## src/rtl/rtc_pkg.sv

```systemverilog
package rtc_pkg;

  localparam logic [2:0] OSC_CODE_NONE_A = 3'b101;
  localparam logic [2:0] OSC_CODE_NONE_B = 3'b110;
  localparam logic [2:0] OSC_CODE_EXT    = 3'b111;

  localparam logic [1:0] SRC_HF  = 2'b00;
  localparam logic [1:0] SRC_MF  = 2'b01;
  localparam logic [1:0] SRC_LF  = 2'b10;
  localparam logic [1:0] SRC_AUX = 2'b11;

  localparam int BIT_RUN  = 0;
  localparam int BIT_IEN  = 1;
  localparam int BIT_SEL0 = 5;
  localparam int BIT_SEL1 = 6;
  localparam int BIT_TERM = 7;

  typedef struct packed {
    logic       term;
    logic [1:0] sel;
    logic       ien;
    logic       run;
  } rtc_ctrl_t;

  function automatic logic osc_code_silent(input logic [2:0] code);
    return (code == OSC_CODE_NONE_A) || (code == OSC_CODE_NONE_B);
  endfunction

endpackage

```

## src/rtl/rtc_src_select.sv

```systemverilog
module rtc_src_select
  import rtc_pkg::*;
(
  input  logic [2:0] osc_cfg,
  input  logic       rc_clk_sel,
  input  logic [1:0] sel,
  input  logic       hf_xtal,
  input  logic       mf_xtal,
  input  logic       lf_xtal,
  input  logic       cpu_div_clk,
  input  logic       rc_osc,
  input  logic       ext_clk,
  output logic       src_level
);

  logic aux_level;
  logic xtal_level;

  // Field 11 picks the RC oscillator whenever the selector bit is set.
  always_comb begin
    if (rc_clk_sel)
      aux_level = rc_osc;
    else if (osc_cfg == OSC_CODE_EXT)
      aux_level = ext_clk;
    else
      aux_level = cpu_div_clk;
  end

  always_comb begin
    unique case (sel)
      SRC_HF:  xtal_level = hf_xtal;
      SRC_MF:  xtal_level = mf_xtal;
      SRC_LF:  xtal_level = lf_xtal;
      default: xtal_level = 1'b0;
    endcase
  end

  always_comb begin
    if (osc_code_silent(osc_cfg))
      src_level = 1'b0;
    else if (sel == SRC_AUX)
      src_level = aux_level;
    else if (osc_cfg == OSC_CODE_EXT)
      src_level = ext_clk;
    else
      src_level = xtal_level;
  end

endmodule

```

## src/rtl/rtc_tick_sync.sv

```systemverilog
module rtc_tick_sync #(
  parameter int STAGES = 2
) (
  input  logic clk,
  input  logic rst_n,
  input  logic src_in,
  output logic tick
);

  logic [STAGES-1:0] sync_q;
  logic              last_q;

  generate
    if (STAGES < 2) begin : g_bad_depth
      initial $error("rtc_tick_sync needs at least two stages");
    end
  endgenerate

  always_ff @(posedge clk or negedge rst_n) begin
    if (!rst_n) begin
      sync_q <= '0;
      last_q <= 1'b0;
    end else begin
      sync_q <= {sync_q[STAGES-2:0], src_in};
      last_q <= sync_q[STAGES-1];
    end
  end

  assign tick = sync_q[STAGES-1] & ~last_q;

  // one source edge gives one single-cycle tick
  p_tick_single_r4: assert property (@(posedge clk) disable iff (!rst_n)
    tick |=> !tick);

endmodule

```

## src/rtl/rtc_ctrl_regs.sv

```systemverilog
module rtc_ctrl_regs
  import rtc_pkg::*;
#(
  parameter int CNT_W  = 23,
  parameter int ADDR_W = 3,
  parameter int DATA_W = 8
) (
  input  logic              clk,
  input  logic              rst_n,
  input  logic              reg_wr,
  input  logic [ADDR_W-1:0] reg_addr,
  input  logic [DATA_W-1:0] reg_wdata,
  input  logic              term_set,
  input  logic [CNT_W-1:0]  count,
  output rtc_ctrl_t         ctrl,
  output logic [CNT_W-1:0]  reload,
  output logic [DATA_W-1:0] reg_rdata
);

  localparam int NBYTES     = (CNT_W + DATA_W - 1) / DATA_W;
  localparam int RELOAD_LO  = 1;
  localparam int COUNT_LO   = RELOAD_LO + NBYTES;

  function automatic logic [DATA_W-1:0] slice_byte(input logic [CNT_W-1:0] v,
                                                   input int idx);
    logic [DATA_W-1:0] r;
    r = '0;
    for (int i = 0; i < DATA_W; i++)
      if (idx * DATA_W + i < CNT_W) r[i] = v[idx*DATA_W+i];
    return r;
  endfunction

  logic ctrl_wr;
  assign ctrl_wr = reg_wr && (reg_addr == '0);

  always_ff @(posedge clk or negedge rst_n) begin
    if (!rst_n) begin
      ctrl.run <= 1'b0;
      ctrl.ien <= 1'b0;
      ctrl.sel <= 2'b11;
    end else if (ctrl_wr) begin
      ctrl.run <= reg_wdata[BIT_RUN];
      ctrl.ien <= reg_wdata[BIT_IEN];
      ctrl.sel <= {reg_wdata[BIT_SEL1], reg_wdata[BIT_SEL0]};
    end
  end

  // Set from the counter wins over a software clear in the same cycle.
  always_ff @(posedge clk or negedge rst_n) begin
    if (!rst_n)
      ctrl.term <= 1'b0;
    else if (term_set)
      ctrl.term <= 1'b1;
    else if (ctrl_wr && !reg_wdata[BIT_TERM])
      ctrl.term <= 1'b0;
  end

  always_ff @(posedge clk or negedge rst_n) begin
    if (!rst_n) begin
      reload <= '0;
    end else if (reg_wr) begin
      for (int b = 0; b < NBYTES; b++) begin
        if (int'(reg_addr) == RELOAD_LO + b) begin
          for (int i = 0; i < DATA_W; i++)
            if (b * DATA_W + i < CNT_W) reload[b*DATA_W+i] <= reg_wdata[i];
        end
      end
    end
  end

  always_comb begin
    int a;
    a = int'(reg_addr);
    reg_rdata = '0;
    if (a == 0) begin
      reg_rdata[BIT_RUN]  = ctrl.run;
      reg_rdata[BIT_IEN]  = ctrl.ien;
      reg_rdata[BIT_SEL0] = ctrl.sel[0];
      reg_rdata[BIT_SEL1] = ctrl.sel[1];
      reg_rdata[BIT_TERM] = ctrl.term;
    end else if (a >= RELOAD_LO && a < COUNT_LO) begin
      reg_rdata = slice_byte(reload, a - RELOAD_LO);
    end else if (a >= COUNT_LO && a < COUNT_LO + NBYTES) begin
      reg_rdata = slice_byte(count, a - COUNT_LO);
    end
  end

  // a terminal tick always leaves the flag set
  p_flag_set_r8: assert property (@(posedge clk) disable iff (!rst_n)
    term_set |=> ctrl.term);

  // a clear write with no competing set drops the flag
  p_flag_clear_r9: assert property (@(posedge clk) disable iff (!rst_n)
    (ctrl_wr && !reg_wdata[BIT_TERM] && !term_set) |=> !ctrl.term);

  // the flag stays set unless a clear write arrives
  p_flag_sticky_r9: assert property (@(posedge clk) disable iff (!rst_n)
    (ctrl.term && !(ctrl_wr && !reg_wdata[BIT_TERM])) |=> ctrl.term);

  // software cannot raise the flag
  p_flag_no_sw_set_r2: assert property (@(posedge clk) disable iff (!rst_n)
    (!ctrl.term && !term_set) |=> !ctrl.term);

endmodule

```

## src/rtl/rtc_count_core.sv

```systemverilog
module rtc_count_core #(
  parameter int CNT_W = 23
) (
  input  logic             clk,
  input  logic             rst_n,
  input  logic             tick_en,
  input  logic [CNT_W-1:0] reload,
  output logic [CNT_W-1:0] count,
  output logic             term_hit
);

  localparam logic [CNT_W-1:0] ONE = CNT_W'(1);

  logic at_zero;
  assign at_zero = (count == '0);

  always_ff @(posedge clk or negedge rst_n) begin
    if (!rst_n)
      count <= '0;
    else if (tick_en)
      count <= at_zero ? reload : count - ONE;
  end

  // The tick that leaves the counter at zero.
  assign term_hit = tick_en && ((count == ONE) || (at_zero && reload == '0));

  // no tick, no change
  p_hold_idle_r5: assert property (@(posedge clk) disable iff (!rst_n)
    !tick_en |=> $stable(count));

  // a tick on a non-zero count subtracts one
  p_step_down_r4: assert property (@(posedge clk) disable iff (!rst_n)
    (tick_en && count != '0) |=> (count == $past(count) - ONE));

  // a tick at zero loads the reload value
  p_reload_r7: assert property (@(posedge clk) disable iff (!rst_n)
    (tick_en && count == '0) |=> (count == $past(reload)));

  // the flag-setting tick lands the counter on zero
  p_term_zero_r8: assert property (@(posedge clk) disable iff (!rst_n)
    term_hit |=> (count == '0));

endmodule

```

## src/rtl/rtc_down_timer.sv

```systemverilog
module rtc_down_timer
  import rtc_pkg::*;
#(
  parameter int CNT_W       = 23,
  parameter int ADDR_W      = 3,
  parameter int DATA_W      = 8,
  parameter int SYNC_STAGES = 2
) (
  input  logic              clk,
  input  logic              rst_n,
  input  logic              reg_wr,
  input  logic [ADDR_W-1:0] reg_addr,
  input  logic [DATA_W-1:0] reg_wdata,
  output logic [DATA_W-1:0] reg_rdata,
  input  logic [2:0]        osc_cfg,
  input  logic              rc_clk_sel,
  input  logic              hf_xtal,
  input  logic              mf_xtal,
  input  logic              lf_xtal,
  input  logic              cpu_div_clk,
  input  logic              rc_osc,
  input  logic              ext_clk,
  input  logic              pwr_down,
  input  logic              wdt_irq,
  output logic              irq,
  output logic [CNT_W-1:0]  count_o
);

  rtc_ctrl_t        ctrl;
  logic [CNT_W-1:0] reload;
  logic             src_level;
  logic             src_tick;
  logic             tick_en;
  logic             term_hit;

  rtc_src_select u_src (
    .osc_cfg     (osc_cfg),
    .rc_clk_sel  (rc_clk_sel),
    .sel         (ctrl.sel),
    .hf_xtal     (hf_xtal),
    .mf_xtal     (mf_xtal),
    .lf_xtal     (lf_xtal),
    .cpu_div_clk (cpu_div_clk),
    .rc_osc      (rc_osc),
    .ext_clk     (ext_clk),
    .src_level   (src_level)
  );

  rtc_tick_sync #(.STAGES(SYNC_STAGES)) u_sync (
    .clk    (clk),
    .rst_n  (rst_n),
    .src_in (src_level),
    .tick   (src_tick)
  );

  // Power-down overrides the enable bit.
  assign tick_en = src_tick & ctrl.run & ~pwr_down;

  rtc_count_core #(.CNT_W(CNT_W)) u_core (
    .clk      (clk),
    .rst_n    (rst_n),
    .tick_en  (tick_en),
    .reload   (reload),
    .count    (count_o),
    .term_hit (term_hit)
  );

  rtc_ctrl_regs #(
    .CNT_W  (CNT_W),
    .ADDR_W (ADDR_W),
    .DATA_W (DATA_W)
  ) u_regs (
    .clk       (clk),
    .rst_n     (rst_n),
    .reg_wr    (reg_wr),
    .reg_addr  (reg_addr),
    .reg_wdata (reg_wdata),
    .term_set  (term_hit),
    .count     (count_o),
    .ctrl      (ctrl),
    .reload    (reload),
    .reg_rdata (reg_rdata)
  );

  assign irq = wdt_irq | (ctrl.term & ctrl.ien);

  // Checker state: how long the configuration code has named no source.
  logic [1:0] silent_run;
  always_ff @(posedge clk or negedge rst_n) begin
    if (!rst_n)
      silent_run <= '0;
    else if (!osc_code_silent(osc_cfg))
      silent_run <= '0;
    else if (silent_run != 2'd3)
      silent_run <= silent_run + 2'd1;
  end

  // power-down freezes the count
  p_pd_freeze_r6: assert property (@(posedge clk) disable iff (!rst_n)
    pwr_down |=> $stable(count_o));

  // a settled undefined code yields no tick
  p_silent_no_tick_r13: assert property (@(posedge clk) disable iff (!rst_n)
    (silent_run == 2'd3) |-> !src_tick);

  // a pending enabled flag reaches the shared request
  p_irq_flag_r10: assert property (@(posedge clk) disable iff (!rst_n)
    (reg_rdata[BIT_TERM] && reg_addr == '0 && ctrl.ien) |-> irq);

  // no cause, no request
  p_irq_quiet_r10: assert property (@(posedge clk) disable iff (!rst_n)
    (!wdt_irq && !ctrl.term) |-> !irq);

endmodule

```

## config.mk

```make
export PLATFORM = sky130hd
export DESIGN_NAME = rtc_down_timer
export DESIGN_NICKNAME = d
export VERILOG_FILES = /design/src/rtl/rtc_pkg.sv /design/src/rtl/rtc_src_select.sv /design/src/rtl/rtc_tick_sync.sv /design/src/rtl/rtc_ctrl_regs.sv /design/src/rtl/rtc_count_core.sv /design/src/rtl/rtc_down_timer.sv
export SDC_FILE = /design/constraint.sdc
export NUM_CORES = 1
export LEC_CHECK = 0
export BUFFER_PORTS_ARGS = -buffer_cell sky130_fd_sc_hd__buf_2
export CORE_ASPECT_RATIO = 0.7
export CORE_MARGIN = 5
export CORE_UTILIZATION = 45
export DETAILED_ROUTE_END_ITERATION = 10
export GPL_ROUTABILITY_DRIVEN = 0
export GPL_TIMING_DRIVEN = 0
export HOLD_SLACK_MARGIN = 0.06
export PLACE_DENSITY_LB_ADDON = 0.2
export SLEW_MARGIN = 20
export SYNTH_ARGS = -nofsm -noshare
export SYNTH_HDL_FRONTEND = slang
export SYNTH_SLANG_ARGS = --single-unit
```

## constraint.sdc

```tcl
create_clock -name clk -period 4.14 [get_ports clk]
set_clock_uncertainty 0.15 [all_clocks]
set_input_delay 0.828 -clock clk [delete_from_list [all_inputs] [get_ports clk]]
set_output_delay 0.828 -clock clk [all_outputs]
set_load 0.02 [all_outputs]
```

==> flow_summary_export.csv, run 1 <==
group,metric,value,unit
synthesis,ys_ff_latch,54,
global_route,grt_pass1_vias,3065,
critical_path,critical_path_class,"primary input to output port",
clocking,cts_tree,"built",
routing,drtAntennaViolNets,0,
placed_design,post-place-ws,-0.429,ns
routing,avgViaCountPerCell,6.15,
hold_path,worstHoldStart,"u_sync.sync_q[0]$_DFF_PN0_",
synthesis,yosys_warnings,0,
placed_design,hpwl,7830,um
floorplan,die_height,82.1,um
routing,dr.pass1.iters,5,
synthesis,yosys.area.top_type,"dfrtp_1",
synthesis,ys.flop_type,"dfrtp_1",
sta,hold_violations,0,
routing,drt_wl_total,10200,um
floorplan,rows,26,
routing,drt_iter0_markers,215,
synthesis,syn_nets,384,
final_layout,multi_input_area,1880,um^2
global_route,grtUsageTotal,0.223,
sta,fin_crit_sh,0.949,
critical_path,critPathLaunchType,"primary input",
sta,final-max-slew-violation-count,0,
synthesis,synthTopCellsByArea,"dfrtp_1 (39%), mux2_2 (11%), a21oi_1 (5.4%), mux2i_1 (3.6%), ha_1 (3.4%)",
synthesis,synth_common_cells,"dfrtp_1 (52), a21oi_1 (36), mux2_2 (33), nor2_1 (27), nand2_1 (18)",
pwr,p_leak,1.72,nW
pwr,vdd_drop_max,199,uV
global_route,overflow,0,
floorplan,die_area,9280,um^2
synthesis,synthDominantCellAreaShare,0.389,
status,outcome,"finished, final reports clean",
synthesis,syn_area,3340,um^2
synthesis,yosysMostFrequentCell,"dfrtp_1",
clocking,cts_sinks,54,
placed_design,portBuffers,57,
synthesis,ys_types,46,
routing,drc,0,
clocking,cts_buffers,5,
synthesis,syn_avg_cell_area,9.58,um^2
critical_path,reg2reg_to,"u_core.count[15]$_DFFE_PN0P_",
synthesis,async_flop_share,1.00,
sta,fin_crit,3.93,ns
hold_path,whs_endpoint,"u_sync.sync_q[1]$_DFF_PN0_",
final_layout,final_nets,445,
clocking,htreeDepth,2,
final_layout,drive_gt1_frac,0.273,
clocking,postCtsHoldBufs,0,
global_route,grt_pass1_wl,16200,um
hold_path,hold_path.class,"flop to flop",
global_route,grt_max_degree,55,
synthesis,ys_seq_area_frac,0.405,
clocking,clk_pin_slew,0.11,ns
pwr,power_density,424,nW/um^2
critical_path,cp.arrival,2.95,ns
sta,rsz0062_at_grt,"no",
sta,layout_setup_ws,0.210,ns
clocking,ctsLongestPathBuffers,2,
critical_path,rr_worst_depth,7,
final_layout,nFillCells,679,
routing,vias,3132,
sta,finalSetupViolations,0,
sta,tightestPinTransition,0.673,ns
run,drv_cap,0,
final_layout,seqCellArea,1350,um^2
sta,final.setup.tns,0,ns
floorplan,ios,58,
sta,relSlewSlack,0.551,
global_route,grt_antenna_before_repair,0,
clocking,clk_latency,0.32,ns
synthesis,syn_inst,349,
critical_path,r2r_setup_slack,1.59,ns
final_layout,diodes,0,
critical_path,reg2reg_from,"u_core.count[3]$_DFFE_PN0P_",
pwr,finalPower,1.63,mW
floorplan,start_util,0.461,
critical_path,required,3.16,ns
synthesis,synth_edf_count,0,
routing,routedWlPerCell,20.1,um
floorplan,fp.dieW,113,um
sta,fmax,254,MHz
hold_path,hold_path_depth,0,
critical_path,cp_max_fo,13,
final_layout,area_growth,15.2,%
clocking,root_buffer,"clkbuf_8",
critical_path,critical_path.endpoint_type,"output port",
floorplan,core-area,7250,um^2
worst max-delay path by stage:
stage,end,startpoint
2_1_floorplan,reg_rdata[2],reg_addr[1]
3_3_place_gp,reg_rdata[5],reg_addr[1]
3_5_place_dp,reg_rdata[0],reg_addr[1]
4_1_cts,reg_rdata[5],reg_addr[0]
5_1_grt,reg_rdata[5],reg_addr[1]
6_report,reg_rdata[0],reg_addr[1]
cells in the final DEF, fill, tap and decap left out, drive strengths merged, types with 4 or more instances in the layout:
| cell | Yosys | layout |
|---|---|---|
| a2bb2oi | 8 | 8 |
| mux2 | 33 | 33 |
| inv | 14 | 16 |
| clkbuf | 13 | 15 |
| a22oi | 6 | 6 |
| a21oi | 38 | 38 |
| nor4 | 10 | 10 |
| o22ai | 10 | 10 |
| or3 | 9 | 9 |
| dfrtp | 52 | 52 |
| a211oi | 8 | 8 |
| mux2i | 12 | 12 |
| o21ai | 13 | 13 |
| nor2 | 27 | 27 |
| nor2b | 4 | 4 |
| o2bb2ai | 4 | 4 |
| nand2 | 18 | 18 |
| nor3 | 15 | 15 |
| buf | 3 | 60 |
| nand3 | 10 | 10 |
| nand4 | 5 | 5 |
| ha | 9 | 9 |
critical path, cell delays in order:
cell      delay (ns)
buf_2           0.31
inv_1           0.17
ha_1            0.22
ha_1            0.28
o21ai_0         0.08
a221o_1         0.43
nor3_1          0.23
a211oi_1        0.07
a21oi_1         0.14
buf_2           0.19
repair_timing:
item	in CTS	in global routing
setup buffers	0	0
endpoints found under the setup margin	7	7
gates cloned	0	0
gates resized for setup	0	2
sequential cells by signal, summed over array words and instances, names as in the netlist:
signal	count
u_regs.ctrl	5
u_regs.reload	23
u_sync.last_q	1
u_core.count	23
u_sync.sync_q	2
cells by family after synthesis:
kind of cell             Yosys count  synth area share
AO/OA/AOI/OAI                    100             0.191
AND/OR/NAND/NOR                  111             0.186
adder cells (fa/ha/maj)            9            0.0337
flip-flops                        54             0.405
multiplexers                      45             0.147
buffers and inverters             30            0.0367
metal layers:
layer / share of wire / track usage / up-vias
li1: - / - / 1440
met1: 0.45 / 0.320 / 1515
met2: 0.44 / 0.347 / 158
met3: 0.093 / 0.0452 / 19
met4: 0.014 / 0.0576 / 0
met5: 0 / 0 / -
final cells by class:
type,count,share of cell area
Buffer,13,0.0153
Clock buffer,5,0.0179
Timing Repair Buffer,57,0.0748
Sequential cell,54,0.352
Inverter,14,0.0137
Tap cell,98,0.0319
Multi-Input combinational cell,265,0.488
Clock inverter,3,0.00683
power by group:
group / total, mW / internal, mW / switching (mW)
registers: 0.813 / 0.628 / 0.184
logic: 0.498 / 0.214 / 0.283
clock network: 0.320 / 0.125 / 0.195
total: 1.63 / 0.968 / 0.662
through the flow:
step	cell area, um^2	hold slack, ns	util	cells
after floorplan	3340	0.181	-	349
after global placement	3750	0.185	0.517	504
after detailed placement	3750	0.186	0.517	504
after CTS	3840	0.210	0.529	510
after global routing	3850	0.217	0.531	509
final	3850	0.207	0.531	509
No activity file was read; power rests on OpenSTA's default activity.
==> run 2, diff against run 1 <==
CORE_UTILIZATION = 50   (was 45)
==> run 2 against run 1 <==
Maximum frequency is 0.27% lower. Global-route usage is 2.2 points higher. First-iteration DRC count is 88% higher. Core utilization is 7.6 points higher. Sequential cell count stayed put. Register-to-register slack worse by 0.07 ns. Combinational power hardly changed.
==> flow_summary_export.csv, run 2 (synthesis gave the netlist of run 1 again) <==
group,metric,value,unit
critical_path,critical_path_class,"primary input to output port",
routing,routedWlPerCell,20.2,um
clocking,root_buffer,"clkbuf_8",
placed_design,place_area,3740,um^2
pwr,p_int,1.03,mW
global_route,grt_pass1_vias,2916,
clocking,htreeDepth,2,
pwr,p_seq_frac,0.482,
global_route,grtUsageTotal,0.245,
critical_path,crit_family,"compound AO/OA/AOI/OAI gates",
final_layout,area_growth,15.6,%
clocking,post_cts_buffers,0,
final_layout,drive_gt1_frac,0.273,
sta,fin_crit_sh,0.952,
clocking,cts_buffers,5,
floorplan,ios,58,
final_layout,final_cell_mix,"buf_2 (58), dfrtp_1 (52), a21oi_1 (36), mux2_2 (33), nor2_1 (27)",
critical_path,critPathLaunchType,"primary input",
final_layout,instances_no_fill,502,
clocking,ctsLongestPathBuffers,2,
final_layout,reg_top3,"u_core.count (23), u_regs.reload (23), u_regs.ctrl (5)",
placed_design,portBuffers,57,
pwr,switching_share,0.387,
pwr,clkPwrFrac,0.221,
floorplan,fp.dieW,108,um
pwr,vdd_drop_max,261,uV
hold_path,whs_endpoint,"u_sync.sync_q[1]$_DFF_PN0_",
critical_path,critical_path.endpoint_type,"output port",
critical_path,reg2reg_from,"u_core.count[5]$_DFFE_PN0P_",
critical_path,timing.critical_path.buf_inv,3,
hold_path,hold_path_depth,0,
clocking,postCtsHoldBufs,0,
critical_path,slowest_stage,"a221o_1",
critical_path,slowest_delay,0.42,ns
clocking,clk_pin_slew,0.10,ns
routing,dr.pass1.iters,5,
pwr,power_density,434,nW/um^2
sta,hold_ws,0.214,ns
pwr,combinationalPowerShare,0.297,
routing,avgViaCountPerCell,6.30,
routing,vias,3164,
global_route,grt_pass1_wl,16100,um
floorplan,die_height,78.4,um
run,drv_cap,0,
pwr,p_leak,1.72,nW
placed_design,dp.cells,497,
final_layout,stdcell_area,3860,um^2
final_layout,diodes,0,
routing,drt_iter0_markers,404,
floorplan,core-area,6370,um^2
sta,fin_crit,3.94,ns
clocking,cts_sinks,54,
sta,hold_violations,0,
critical_path,cp_max_fo,13,
critical_path,required,3.16,ns
hold_path,worstHoldStart,"u_sync.sync_q[0]$_DFF_PN0_",
global_route,overflow,0,
placed_design,hpwl,7770,um
global_route,grt_max_degree,55,
pwr,finalPower,1.67,mW
hold_path,hold_path.class,"flop to flop",
sta,fmax,254,MHz
critical_path,reg2reg_to,"u_core.count[11]$_DFFE_PN0P_",
sta,relSlewSlack,0.547,
clocking,cts-resized-gates,1,
floorplan,start_util,0.525,
final_layout,final_nets,445,
sta,final-max-slew-violation-count,0,
routing,drtAntennaViolNets,0,
sta,finalSetupViolations,0,
sta,rsz0062_at_grt,"no",
sta,tightestPinTransition,0.679,ns
floorplan,rows,24,
critical_path,cp.arrival,2.96,ns
clocking,clk_latency,0.32,ns
pwr,net-switching-power,0.647,mW
critical_path,rr_worst_depth,7,
global_route,grt_antenna_before_repair,0,
critical_path,r2r_setup_slack,1.52,ns
critical_path,path_cells,"buf_2, inv_1, ha_1, ha_1, o21ai_0, a221o_1, nor3_1, a211oi_1, a21oi_1, buf_2",
floorplan,die_area,8440,um^2
routing,drc,0,
final_layout,final_common_cell,"buf_2",
clocking,cts_tree,"built",
routing,drt_wl_total,10100,um
status,outcome,"finished, final reports clean",
==> run 2: cell count changes in the layout (fill, tap and decap cells not counted) <==
cell	before	now
inv_6	2	0
bufinv_16	0	1
clkinv_4	1	0
clkinvlp_4	0	1
inv_8	0	1
==> run 2: area by class of cell <==
cell class | count | area (um^2)
buffer | 13 | 58.8
clock buffer | 5 | 68.8
clock inverter | 3 | 48.8
fill | 570 | 2500
inverter | 14 | 52.6
multi-input combinational | 265 | 1880
sequential | 54 | 1350
tap | 91 | 114
timing repair buffer | 57 | 288
==> run 2: per-layer routing <==
layer | global-route usage | part of all wire | wire (um) | up-vias
li1 | - | - | - | 1444
met1 | 0.369 | 0.43 | 4400 | 1524
met2 | 0.361 | 0.44 | 4500 | 176
met3 | 0.0516 | 0.10 | 1060 | 20
met4 | 0.0567 | 0.017 | 172 | 0
met5 | 0 | 0 | 0 | -
==> run 2: worst reg2reg max path, cell delays in order (launching register included) <==
cell and delay, ns:
dfrtp_1 0.48, nor4_4 0.61, nand4_2 0.29, or2_1 0.28
buf_2 0.17, buf_2 0.21, o2bb2ai_1 0.17, a21oi_1 0.11
==> run 2: power groups by stage <==
| stage | combinational (mW) | clock, mW | sequential, mW |
|---|---|---|---|
| floorplan | 0.313 | 0 | 0.778 |
| global placement | 0.480 | 0 | 0.805 |
| detailed placement | 0.491 | 0 | 0.809 |
| CTS | 0.494 | 0.376 | 0.799 |
| global route | 0.549 | 0.398 | 0.819 |
| finish | 0.498 | 0.370 | 0.807 |
==> run 2: worst max-delay path by stage <==
stage | end | from | cells past startpoint | slack, ns
after floorplan | reg_rdata[2] | reg_addr[1] | 7 | 0.04
after global placement | reg_rdata[0] | reg_addr[1] | 11 | -0.36
after detailed placement | reg_rdata[0] | reg_addr[1] | 11 | -0.42
after CTS | reg_rdata[0] | reg_addr[0] | 10 | 0.08
after global routing | reg_rdata[5] | reg_addr[1] | 10 | 0.05
final | reg_rdata[0] | reg_addr[1] | 10 | 0.20
==> run 2: metrics by stage <==
step	TNS, ns	util	setup slack, ns
after global placement	-2.27	0.588	-0.363
after CTS	0	0.606	0.0792
after detailed placement	-2.63	0.588	-0.424
final	0	0.607	0.200
after global routing	0	0.607	0.0495
after floorplan	0	-	0.0440
==> run 3, diff against run 2 <==
CTS_CLUSTER_SIZE = 20   (was unset)
SYNTH_HIERARCHICAL = 1   (was unset)
==> run 3 against run 2 <==
Register-to-register slack worse by 0.31 ns. Combinational power is 7.6% higher. Hold slack got worse by 0.0025 ns. Maximum frequency grew 3.2%.
==> flow_summary_export.csv, run 3 <==
group,metric,value,unit
status,outcome,"finished, final reports clean",
routing,avgViaCountPerCell,6.17,
global_route,grt_pass1_wl,16100,um
floorplan,core-area,6690,um^2
sta,finalSetupViolations,0,
final_layout,drive_gt1_frac,0.294,
clocking,clk_pin_slew,0.11,ns
final_layout,nFillCells,626,
placed_design,hpwl,7610,um
synthesis,yosys.area.top_type,"dfrtp_1",
final_layout,area_growth,14.8,%
critical_path,critical_path.endpoint_type,"output port",
floorplan,rows,25,
placed_design,portBuffers,57,
final_layout,final_cell_mix,"buf_2 (59), dfrtp_1 (52), mux2_2 (29), a21oi_1 (25), nor2_1 (23)",
clocking,cts-resized-gates,0,
synthesis,synth_xor_area_frac,0.00257,
routing,drc,0,
sta,final-max-slew-violation-count,0,
synthesis,async_flop_share,1.00,
pwr,vdd_drop_max,280,uV
global_route,grt_max_degree,55,
synthesis,synthAdderAreaFrac,0.0331,
clocking,cts_sinks,54,
clocking,clk_latency,0.32,ns
synthesis,ys.flop_type,"dfrtp_1",
synthesis,yosysMostFrequentCell,"dfrtp_1",
floorplan,die_height,79.1,um
synthesis,yosys.area_share.simple,0.176,
global_route,overflow,0,
critical_path,cp_max_fo,11,
synthesis,syn_avg_cell_area,9.81,um^2
synthesis,yosys_warnings,6,
sta,tightestPinTransition,0.731,ns
hold_path,hold_path.class,"flop to flop",
routing,drtAntennaViolNets,0,
clocking,htreeDepth,2,
synthesis,synth_compound_area_frac,0.204,
routing,dr.pass1.iters,6,
pwr,power_density,427,nW/um^2
hold_path,worstHoldStart,"u_sync/sync_q[0]$_DFF_PN0_",
critical_path,cp.arrival,2.84,ns
floorplan,ios,58,
clocking,cts_buffers,5,
clocking,root_buffer,"clkbuf_8",
clocking,postCtsHoldBufs,0,
synthesis,syn_nets,382,
run,drv_cap,0,
critical_path,critPathLaunchType,"primary input",
clocking,post_cts_buffers,0,
synthesis,ys_types,62,
sta,hold_ws,0.212,ns
sta,hold_violations,0,
clocking,cts_tree,"built",
sta,fmax,262,MHz
critical_path,reg2reg_from,"u_core/count[7]$_DFFE_PN0P_",
sta,fin_crit_sh,0.922,
synthesis,ys_ff_latch,54,
global_route,grt_pass1_vias,2940,
synthesis,ys_seq_area_frac,0.398,
sta,final.setup.tns,0,ns
final_layout,instances_no_fill,506,
synthesis,synthMuxAreaShare,0.144,
synthesis,syn_area,3410,um^2
critical_path,required,3.16,ns
final_layout,final_nets,446,
final_layout,diodes,0,
routing,vias,3122,
global_route,grtUsageTotal,0.244,
floorplan,die_area,8590,um^2
routing,drt_iter0_markers,303,
routing,routedWlPerCell,19.9,um
global_route,grt_antenna_before_repair,0,
sta,fin_crit,3.82,ns
critical_path,critPathLaunch,"reg_addr[0]",
synthesis,synth_common_cells,"dfrtp_1 (52), mux2_2 (29), a21oi_1 (25), nor2_1 (23), o21ai_0 (20)",
placed_design,dp.cells,498,
final_layout,final_common_cell,"buf_2",
sta,rsz0062_at_grt,"no",
sta,relSlewSlack,0.509,
pwr,p_leak,1.71,nW
synthesis,synthTopCellsByArea,"dfrtp_1 (38%), mux2_2 (9.6%), a21oi_1 (3.7%), mux2i_1 (3.5%), ha_1 (3.3%)",
floorplan,start_util,0.509,
critical_path,critical_path_class,"primary input to output port",
final_layout,reg_top3,"u_core/count (23), u_regs/reload (23), u_regs/ctrl (5)",
routing,drt_wl_total,10100,um
synthesis,syn_inst,347,
synthesis,synth_top_family_by_area,"compound AO/OA/AOI/OAI gates",
floorplan,fp.dieW,109,um
synthesis,synthDominantCellAreaShare,0.382,
synthesis,synth_edf_count,0,
clocking,ctsLongestPathBuffers,2,
==> run 3: worst max-delay path: stages <==
cell and delay, ns:
buf_2 0.11, buf_6 0.13, clkinv_1 0.27, ha_1 0.32, ha_1 0.30, o21ai_0 0.09
o21ai_0 0.09, nand3b_1 0.22, o22ai_1 0.28, buf_2 0.20
==> run 3: path summary, 6_finish.rpt <==
check                                                end  slack (ns)  cells after the start
setup reg to reg             u_core/count[0]$_DFFE_PN0P_        1.21                      6
min in group asynchronous   u_core/count[13]$_DFFE_PN0P_        0.38                      1
setup / recovery                            reg_rdata[4]        0.32                     10
hold / removal                u_sync/sync_q[1]$_DFF_PN0_        0.21                      0
max in group asynchronous  u_regs/reload[12]$_DFFE_PN0P_        3.00                      1
hold reg to reg               u_sync/sync_q[1]$_DFF_PN0_        0.21                      0
==> run 3: report_power, final <==
part | switching [mW] | internal [mW] | leakage (nW) | total (mW)
clock network | 0.200 | 0.127 | 0.0506 | 0.327
registers | 0.177 | 0.630 | 0.650 | 0.807
logic | 0.302 | 0.234 | 1.01 | 0.536
total | 0.679 | 0.991 | 1.71 | 1.67
==> run 3: per-layer routing <==
metal  track usage  part of all wire  up-vias
li1              -                 -     1460
met1         0.363              0.46     1493
met2         0.338              0.44      155
met3        0.0788             0.094       14
met4        0.0618             0.014        0
met5             0                 0        -
==> run 3: cell families after synthesis <==
kind of cell	count (synthesis)
DFF	54
and+or+nand+nor	105
xor gates and xnor gates	1
buffers and inverters	31
adders and majority gates	9
muxes	44
AOI/OAI and AO/OA	103
==> run 3: metrics by stage <==
stage,worst slack (ns),total power [mW],util,area (um^2)
after detailed placement,0.382,1.33,0.569,3810
after global placement,0.396,1.32,0.569,3810
after global routing,0.167,1.76,0.584,3910
final,0.322,1.67,0.584,3910
after CTS,0.379,1.66,0.584,3910
after floorplan,0.752,1.11,-,3410
==> run 3: layout make-up <==
| class | count | area [um^2] | share of cell area |
|---|---|---|---|
| well taps | 94 | 118 | 0.0301 |
| flip-flops and latches | 54 | 1350 | 0.346 |
| inverters | 19 | 71.3 | 0.0182 |
| multi-input cells | 262 | 1910 | 0.488 |
| clock inverters | 3 | 28.8 | 0.00736 |
| repair buffers | 57 | 288 | 0.0736 |
| clock buffers | 5 | 68.8 | 0.0176 |
| plain buffers | 12 | 71.3 | 0.0182 |
